$ cat src/rtl/hpt_pkg.sv
package hpt_pkg;

    typedef enum logic [1:0] {
        ST_IDLE   = 2'd0,
        ST_BUCKET = 2'd1,
        ST_WALK   = 2'd2,
        ST_RESP   = 2'd3
    } walk_state_e;

    function automatic int unsigned max_of(input int unsigned a, input int unsigned b);
        return (a > b) ? a : b;
    endfunction

endpackage

$ cat src/rtl/hpt_hash.sv
module hpt_hash #(
    parameter int VPN_W = 16,
    parameter int BKT_W = 4
) (
    input  logic [VPN_W-1:0] vpn,
    output logic [BKT_W-1:0] bkt
);
    always_comb begin
        bkt = '0;
        for (int i = 0; i < VPN_W; i++) begin
            bkt[i % BKT_W] = bkt[i % BKT_W] ^ vpn[i];
        end
    end
endmodule

$ cat src/rtl/hpt_store.sv
module hpt_store #(
    parameter int VPN_W  = 16,
    parameter int PFN_W  = 12,
    parameter int BKT_W  = 4,
    parameter int ELEM_W = 5,
    parameter int ADDR_W = 5
) (
    input  logic              clk,
    input  logic              rst,
    input  logic              busy,
    input  logic              wr_en,
    input  logic              wr_is_elem,
    input  logic [ADDR_W-1:0] wr_addr,
    input  logic [VPN_W-1:0]  wr_vpn,
    input  logic [PFN_W-1:0]  wr_pfn,
    input  logic [ELEM_W-1:0] wr_link,
    input  logic              wr_flag,
    input  logic [BKT_W-1:0]  rd_bkt,
    output logic              rd_bkt_valid,
    output logic [ELEM_W-1:0] rd_bkt_head,
    input  logic [ELEM_W-1:0] rd_elem,
    output logic [VPN_W-1:0]  rd_e_vpn,
    output logic [PFN_W-1:0]  rd_e_pfn,
    output logic [ELEM_W-1:0] rd_e_next,
    output logic              rd_e_last
);
    localparam int NUM_BKT  = 1 << BKT_W;
    localparam int NUM_ELEM = 1 << ELEM_W;

    logic              bkt_vld_q  [NUM_BKT];
    logic [ELEM_W-1:0] bkt_head_q [NUM_BKT];
    logic [VPN_W-1:0]  el_vpn_q   [NUM_ELEM];
    logic [PFN_W-1:0]  el_pfn_q   [NUM_ELEM];
    logic [ELEM_W-1:0] el_next_q  [NUM_ELEM];
    logic              el_last_q  [NUM_ELEM];

    logic [BKT_W-1:0]  wb_idx;
    logic [ELEM_W-1:0] we_idx;
    logic              wr_ok;

    assign wb_idx = wr_addr[BKT_W-1:0];
    assign we_idx = wr_addr[ELEM_W-1:0];
    assign wr_ok  = wr_en && !busy;

    always_ff @(posedge clk) begin
        if (rst) begin
            for (int b = 0; b < NUM_BKT; b++) begin
                bkt_vld_q[b]  <= 1'b0;
                bkt_head_q[b] <= '0;
            end
            for (int e = 0; e < NUM_ELEM; e++) begin
                el_vpn_q[e]  <= '0;
                el_pfn_q[e]  <= '0;
                el_next_q[e] <= '0;
                el_last_q[e] <= 1'b1;
            end
        end else if (wr_ok) begin
            if (wr_is_elem) begin
                el_vpn_q[we_idx]  <= wr_vpn;
                el_pfn_q[we_idx]  <= wr_pfn;
                el_next_q[we_idx] <= wr_link;
                el_last_q[we_idx] <= wr_flag;
            end else begin
                bkt_vld_q[wb_idx]  <= wr_flag;
                bkt_head_q[wb_idx] <= wr_link;
            end
        end
    end

    assign rd_bkt_valid = bkt_vld_q[rd_bkt];
    assign rd_bkt_head  = bkt_head_q[rd_bkt];
    assign rd_e_vpn     = el_vpn_q[rd_elem];
    assign rd_e_pfn     = el_pfn_q[rd_elem];
    assign rd_e_next    = el_next_q[rd_elem];
    assign rd_e_last    = el_last_q[rd_elem];

    AST_BUSY_BKT_HELD: assert property (@(posedge clk) disable iff (rst)
        (wr_en && busy && !wr_is_elem) |=> (bkt_vld_q[$past(wb_idx)] == $past(bkt_vld_q[wb_idx])))
        else $error("bucket changed by a write while busy");
endmodule

$ cat src/rtl/hpt_walker.sv
module hpt_walker
    import hpt_pkg::*;
#(
    parameter int VPN_W    = 16,
    parameter int PFN_W    = 12,
    parameter int ELEM_W   = 5,
    parameter int MAX_WALK = 8
) (
    input  logic              clk,
    input  logic              rst,
    input  logic              req_valid,
    input  logic [VPN_W-1:0]  req_vpn,
    output logic              req_ready,
    output logic              busy,
    output logic [VPN_W-1:0]  vpn_q,
    input  logic              bkt_valid,
    input  logic [ELEM_W-1:0] bkt_head,
    output logic [ELEM_W-1:0] elem_idx,
    input  logic [VPN_W-1:0]  e_vpn,
    input  logic [PFN_W-1:0]  e_pfn,
    input  logic [ELEM_W-1:0] e_next,
    input  logic              e_last,
    output logic              resp_valid,
    output logic              resp_hit,
    output logic              resp_fault,
    output logic [PFN_W-1:0]  resp_pfn
);
    localparam int CNT_W = $clog2(MAX_WALK + 1);
    localparam logic [CNT_W-1:0] LAST_STEP = CNT_W'(MAX_WALK - 1);

    walk_state_e       state_q;
    logic [ELEM_W-1:0] ptr_q;
    logic [CNT_W-1:0]  step_q;
    logic              hit_q;
    logic [PFN_W-1:0]  pfn_q;
    logic              match;

    assign match = (e_vpn == vpn_q);

    always_ff @(posedge clk) begin
        if (rst) begin
            state_q <= ST_IDLE;
            vpn_q   <= '0;
            ptr_q   <= '0;
            step_q  <= '0;
            hit_q   <= 1'b0;
            pfn_q   <= '0;
        end else begin
            unique case (state_q)
                ST_IDLE: begin
                    if (req_valid) begin
                        vpn_q   <= req_vpn;
                        state_q <= ST_BUCKET;
                    end
                end
                ST_BUCKET: begin
                    if (!bkt_valid) begin
                        hit_q   <= 1'b0;
                        pfn_q   <= '0;
                        state_q <= ST_RESP;
                    end else begin
                        ptr_q   <= bkt_head;
                        step_q  <= '0;
                        state_q <= ST_WALK;
                    end
                end
                ST_WALK: begin
                    step_q <= step_q + 1'b1;
                    if (match) begin
                        hit_q   <= 1'b1;
                        pfn_q   <= e_pfn;
                        state_q <= ST_RESP;
                    end else if (e_last || (step_q == LAST_STEP)) begin
                        hit_q   <= 1'b0;
                        pfn_q   <= '0;
                        state_q <= ST_RESP;
                    end else begin
                        ptr_q <= e_next;
                    end
                end
                ST_RESP: state_q <= ST_IDLE;
                default: state_q <= ST_IDLE;
            endcase
        end
    end

    assign req_ready  = (state_q == ST_IDLE);
    assign busy       = !req_ready;
    assign elem_idx   = ptr_q;
    assign resp_valid = (state_q == ST_RESP);
    assign resp_hit   = resp_valid && hit_q;
    assign resp_fault = resp_valid && !hit_q;
    assign resp_pfn   = resp_valid ? pfn_q : '0;

    AST_WALK_BOUND: assert property (@(posedge clk) disable iff (rst)
        (state_q == ST_WALK) |-> (step_q < CNT_W'(MAX_WALK)))
        else $error("walk exceeded bound");

    AST_RESP_PULSE: assert property (@(posedge clk) disable iff (rst)
        resp_valid |=> !resp_valid)
        else $error("response longer than one cycle");

    AST_FAULT_NO_PFN: assert property (@(posedge clk) disable iff (rst)
        resp_fault |-> (resp_pfn == '0))
        else $error("fault carries a frame number");

    AST_ACCEPT_BUSY: assert property (@(posedge clk) disable iff (rst)
        (req_valid && req_ready) |=> !req_ready)
        else $error("ready stayed high after accept");

    AST_HIT_MATCHES: assert property (@(posedge clk) disable iff (rst)
        resp_hit |-> $past(e_vpn == vpn_q))
        else $error("hit without matching element");
endmodule

$ cat src/rtl/hpt_lookup.sv
module hpt_lookup
    import hpt_pkg::*;
#(
    parameter int VPN_W    = 16,
    parameter int PFN_W    = 12,
    parameter int BKT_W    = 4,
    parameter int ELEM_W   = 5,
    parameter int MAX_WALK = 8,
    parameter int ADDR_W   = max_of(BKT_W, ELEM_W)
) (
    input  logic              clk,
    input  logic              rst,
    input  logic              req_valid,
    input  logic [VPN_W-1:0]  req_vpn,
    output logic              req_ready,
    output logic              resp_valid,
    output logic              resp_hit,
    output logic              resp_fault,
    output logic [PFN_W-1:0]  resp_pfn,
    input  logic              wr_en,
    input  logic              wr_is_elem,
    input  logic [ADDR_W-1:0] wr_addr,
    input  logic [VPN_W-1:0]  wr_vpn,
    input  logic [PFN_W-1:0]  wr_pfn,
    input  logic [ELEM_W-1:0] wr_link,
    input  logic              wr_flag
);
    logic              busy;
    logic [VPN_W-1:0]  vpn_q;
    logic [BKT_W-1:0]  bkt_sel;
    logic              bkt_valid;
    logic [ELEM_W-1:0] bkt_head;
    logic [ELEM_W-1:0] elem_idx;
    logic [VPN_W-1:0]  e_vpn;
    logic [PFN_W-1:0]  e_pfn;
    logic [ELEM_W-1:0] e_next;
    logic              e_last;

    hpt_hash #(.VPN_W(VPN_W), .BKT_W(BKT_W)) u_hash (
        .vpn (vpn_q),
        .bkt (bkt_sel)
    );

    hpt_store #(
        .VPN_W(VPN_W), .PFN_W(PFN_W), .BKT_W(BKT_W),
        .ELEM_W(ELEM_W), .ADDR_W(ADDR_W)
    ) u_store (
        .clk          (clk),
        .rst          (rst),
        .busy         (busy),
        .wr_en        (wr_en),
        .wr_is_elem   (wr_is_elem),
        .wr_addr      (wr_addr),
        .wr_vpn       (wr_vpn),
        .wr_pfn       (wr_pfn),
        .wr_link      (wr_link),
        .wr_flag      (wr_flag),
        .rd_bkt       (bkt_sel),
        .rd_bkt_valid (bkt_valid),
        .rd_bkt_head  (bkt_head),
        .rd_elem      (elem_idx),
        .rd_e_vpn     (e_vpn),
        .rd_e_pfn     (e_pfn),
        .rd_e_next    (e_next),
        .rd_e_last    (e_last)
    );

    hpt_walker #(
        .VPN_W(VPN_W), .PFN_W(PFN_W), .ELEM_W(ELEM_W), .MAX_WALK(MAX_WALK)
    ) u_walk (
        .clk        (clk),
        .rst        (rst),
        .req_valid  (req_valid),
        .req_vpn    (req_vpn),
        .req_ready  (req_ready),
        .busy       (busy),
        .vpn_q      (vpn_q),
        .bkt_valid  (bkt_valid),
        .bkt_head   (bkt_head),
        .elem_idx   (elem_idx),
        .e_vpn      (e_vpn),
        .e_pfn      (e_pfn),
        .e_next     (e_next),
        .e_last     (e_last),
        .resp_valid (resp_valid),
        .resp_hit   (resp_hit),
        .resp_fault (resp_fault),
        .resp_pfn   (resp_pfn)
    );

    AST_ONE_OUTCOME: assert property (@(posedge clk) disable iff (rst)
        resp_valid |-> $onehot({resp_hit, resp_fault}))
        else $error("response outcome not exclusive");
endmodule

$ cat config.mk
export PLATFORM = sky130hd
export DESIGN_NAME = hpt_lookup
export DESIGN_NICKNAME = d
export VERILOG_FILES = /design/src/rtl/hpt_pkg.sv /design/src/rtl/hpt_hash.sv /design/src/rtl/hpt_store.sv /design/src/rtl/hpt_walker.sv /design/src/rtl/hpt_lookup.sv
export SDC_FILE = /design/constraint.sdc
export NUM_CORES = 2
export LEC_CHECK = 0
export BUFFER_PORTS_ARGS = -buffer_cell sky130_fd_sc_hd__buf_2
export CORE_MARGIN = 2
export CORE_UTILIZATION = 39
export CTS_CLUSTER_DIAMETER = 100
export DETAILED_ROUTE_END_ITERATION = 8
export GPL_ROUTABILITY_DRIVEN = 1
export SYNTH_ARGS = -nofsm -noshare
export SYNTH_HDL_FRONTEND = slang
export SYNTH_HIERARCHICAL = 1
export SYNTH_SLANG_ARGS = --single-unit
$ cat constraint.sdc
create_clock -name clk -period 3.24 [get_ports clk]
set_input_delay 0.324 -clock clk [delete_from_list [all_inputs] [get_ports clk]]
set_output_delay 0.324 -clock clk [all_outputs]
set_load 0.03 [all_outputs]
==> summary.md <==
| Metric | Value |
|---|---|
| I/O pin total | 76 |
| Vias in the first global route | 34400 |
| Synth warn | 6 |
| Via count | 34700 |
| Final Util | 0.460 |
| Setup Skew | 26.1 ps |
| Tmin final | 3330 ps |
| Design Area, Final | 0.0661 sq mm |
| EDFF count, synth | 1152 |
| Most common cell on crit path | buf_12 |
| RSZ-0062 raised after global routing | true |
| DRC | 0 |
| Worst setup path class | reg -> reg |
| Clock tree buffer depth | 3 |
| Syn Inst Count | 4300 |
| Final hold vios | 0 |
| Avg Cell Area, Syn | 13.2 sq um |
| Setup ws final | -87.9 ps |
| Net Count, Synth | 4365 |
| Placed Cells | 6153 |
| Critical path's top delay family | buffers and inverters |
| Port Buffers | 75 |
| GRT Util Overall | 0.221 |
| Clock slew seen by the registers of the worst setup and hold paths | 60 ps |
| Area Overhead vs Synth | 16.9% |
| CTS tree | built |
| Post-synth cell types | 51 |
| Max_cap viols | 0 |
| Crit path buffers/inverters | 7 |
| Skew-Pair Late Insertion Delay | 770 ps |
| Status | finished, violations left |
| Total stage count of the critical path | 16 |
| Placed inst area | 0.0606 sq mm |
| Seq/Total Area, Yosys | 0.637 |
| Most frequent cells in the layout | and2_1, edfxtp_1, mux2i_1 |
| # rows | 139 |
| Top FF cell, synth | edfxtp_1 |
| Hold-critical path depth | 2 |
| First-pass DRT Iterations | 5 |
| Die W | 385 um |
| Chip height | 385 um |
| Slew @ Worst Pin | 1120 ps |
| Commonest non-fill, non-tap cell in the layout | and2_1 |
| Worst R2R Path Depth | 16 |
| Layout cell share with drive strength beyond 1 | 0.162 |
| Remaining Overflow, GRT | 0 |
| ANT nets after route | 0 |
| Root Buffer | clkbuf_16 |
| CP max stage cell | dfxtp_4 |
| Violated checks | negative setup slack |
| Initial antenna violation count | 10 |
| Fmax | 300 MHz |
| Post-Route WL | 165000 um |
| CP Capture Type | flip-flop |
| Vias per cell | 5.38 |
| Seq cells post-synth | 1224 |
| Max IR drop VDD | 0.399 mV |
| Full die area | 0.148 sq mm |
| WL/cell | 25.5 um |
| Req. time, crit path | 3910 ps |
| Worst Path Arrival | 4000 ps |
| Pin count of the biggest net entering global routing | 114 |
| CP cell instances | buf_12 > buf_12 > buf_4 > clkbuf_16 > mux2i_1 > a21oi_1 > a31oi_1 > nand3_1 > xor2_1 > nor4_2 > buf_4 > nand4_4 > a21oi_4 > buf_12 > buf_12 > mux2i_2 |
| Post-synthesis cell area | 0.0566 sq mm |
| Pwr Density | 685 mW/mm^2 |
| Overall power | 45.3 mW |
| Slowest stage delay, CP | 420 ps |
| Total CTS buffers | 134 |
| Fill cells | 12700 |
| H-tree levels | 4 |
| Hold crit path type | in -> reg |
| Final Slew Violations | 0 |
| Final Setup Violations | 14 |
| Global-route wire length before repair | 239000 um |
| Core area | 0.144 sq mm |
| Period utilization | 1.03 |
| Leakage | 23.5 nW |
| Nets | 4516 |
| Setup WS pre-CTS | -234 ps |
| Starting Density | 0.393 |
| Ys async rst share | 0 |
| Clk sink count | 1224 |
| Routability Congestion | 0.856 |
| Final cell count without fillers | 6461 |
| Initial DRC count | 3552 |
| Crit Path Max Fanout | 10 |
| Dpl hpwl | 98100 um |
| Slew headroom | 0.253 |
| Critical Path Source Type | flip-flop |
layout make-up:
cell class              count  area (sq um)  area share
diodes                      5          12.5    0.000189
clock buffers             190          3700      0.0559
clock inverters            48           442     0.00668
inverters                   4          15.0    0.000227
multi-input cells        2694         19500       0.295
flip-flops and latches   1224         36000       0.545
well taps                1903          2380      0.0360
repair buffers            393          4060      0.0614
where the power goes:
group	total, mW	internal, mW	switching [mW]
Sequential	18.1	17.9	0.273
Clock	14.7	8.45	6.28
Combinational	12.5	5.28	7.17
Total	45.3	31.6	13.7
logic make-up after synthesis:
group | count (synthesis) | synth area share
xor gates and xnor gates | 28 | 0.00434
AOI/OAI and AO/OA | 378 | 0.0443
and+or+nand+nor | 1689 | 0.174
muxes | 593 | 0.112
buffers and inverters | 383 | 0.0279
DFF | 1224 | 0.637
adders and majority gates | 5 | 0.00111
through the flow:
step	setup TNS (ps)	hold slack [ps]
after CTS	-42.6	94.7
after global placement	-1720	471
after global routing	-2920	127
after floorplan	0	443
final	-543	136
after detailed placement	-2340	468
timing repair:
item                                   in CTS  in global routing
hold buffers                               17                  0
gates resized for setup                    47                 66
gates cloned                                8                  7
setup endpoints to repair                  20                 20
endpoints found under the hold margin      18                  0
pin swaps                                  17                 25
buffers inserted                           12                 25
worst register-to-register path, cell delays in order, from the launching register on:
cell       delay (ps)
dfxtp_4           420
buf_12            150
buf_12            140
buf_4             130
clkbuf_16         170
mux2i_1           200
a21oi_1            90
a31oi_1           270
nand3_1           150
xor2_1            180
nor4_2            260
buf_4             190
nand4_4           160
a21oi_4           210
buf_12            150
buf_12            140
mux2i_2           220
state kept, by name (all words and copies together) (netlist names):
signal	flops
u_store/bkt_head_q	80
u_store/bkt_vld_q	16
u_walk/elem_idx	5
u_walk/state_q	2
u_walk/pfn_q	12
u_store/el_last_q	32
u_walk/hit_q	1
u_walk/vpn_q	16
u_store/el_vpn_q	512
u_walk/step_q	4
u_store/el_next_q	160
u_store/el_pfn_q	384
synthesized netlist by cell type (5+ instances only):
cell type,instances,share of area
edfxtp_1,1152,0.61
buf_1,19,0.0013
dfxtp_1,72,0.025
nor2b_1,6,0.00066
nor3_1,38,0.0034
xor2_1,20,0.0031
o21ai_0,34,0.0030
nand2b_1,9,0.0010
xnor2_1,8,0.0012
clkbuf_1,286,0.019
a21oi_1,120,0.011
or2_2,50,0.0055
o221ai_1,5,0.00077
a31oi_1,40,0.0044
or2b_2,7,0.0011
and2_1,1168,0.13
mux4_2,30,0.012
buf_2,69,0.0061
ha_1,5,0.0011
nand3_1,118,0.010
a22oi_1,104,0.014
mux2i_1,563,0.10
a22o_1,68,0.011
nor2_1,76,0.0050
nand2_1,186,0.012
metal layers:
metal	part of all wire	track usage	up-vias
met1	0.44	0.305	17700
met5	0	0	-
met3	0.061	0.0323	215
met2	0.48	0.363	1117
met4	0.025	0.0616	0
li1	-	-	15700
worst paths after layout:
path | start | endpoint | slack (ps)
max | u_walk/elem_idx[1] | u_walk/pfn_q[3] | -90
min | rst | u_store/bkt_head_q[14][3] | 140
max reg2reg | u_walk/elem_idx[1] | u_walk/pfn_q[3] | -90
min reg2reg | u_walk/pfn_q[1] | u_walk/pfn_q[1] | 490
Power figures use the tool's default switching activity.
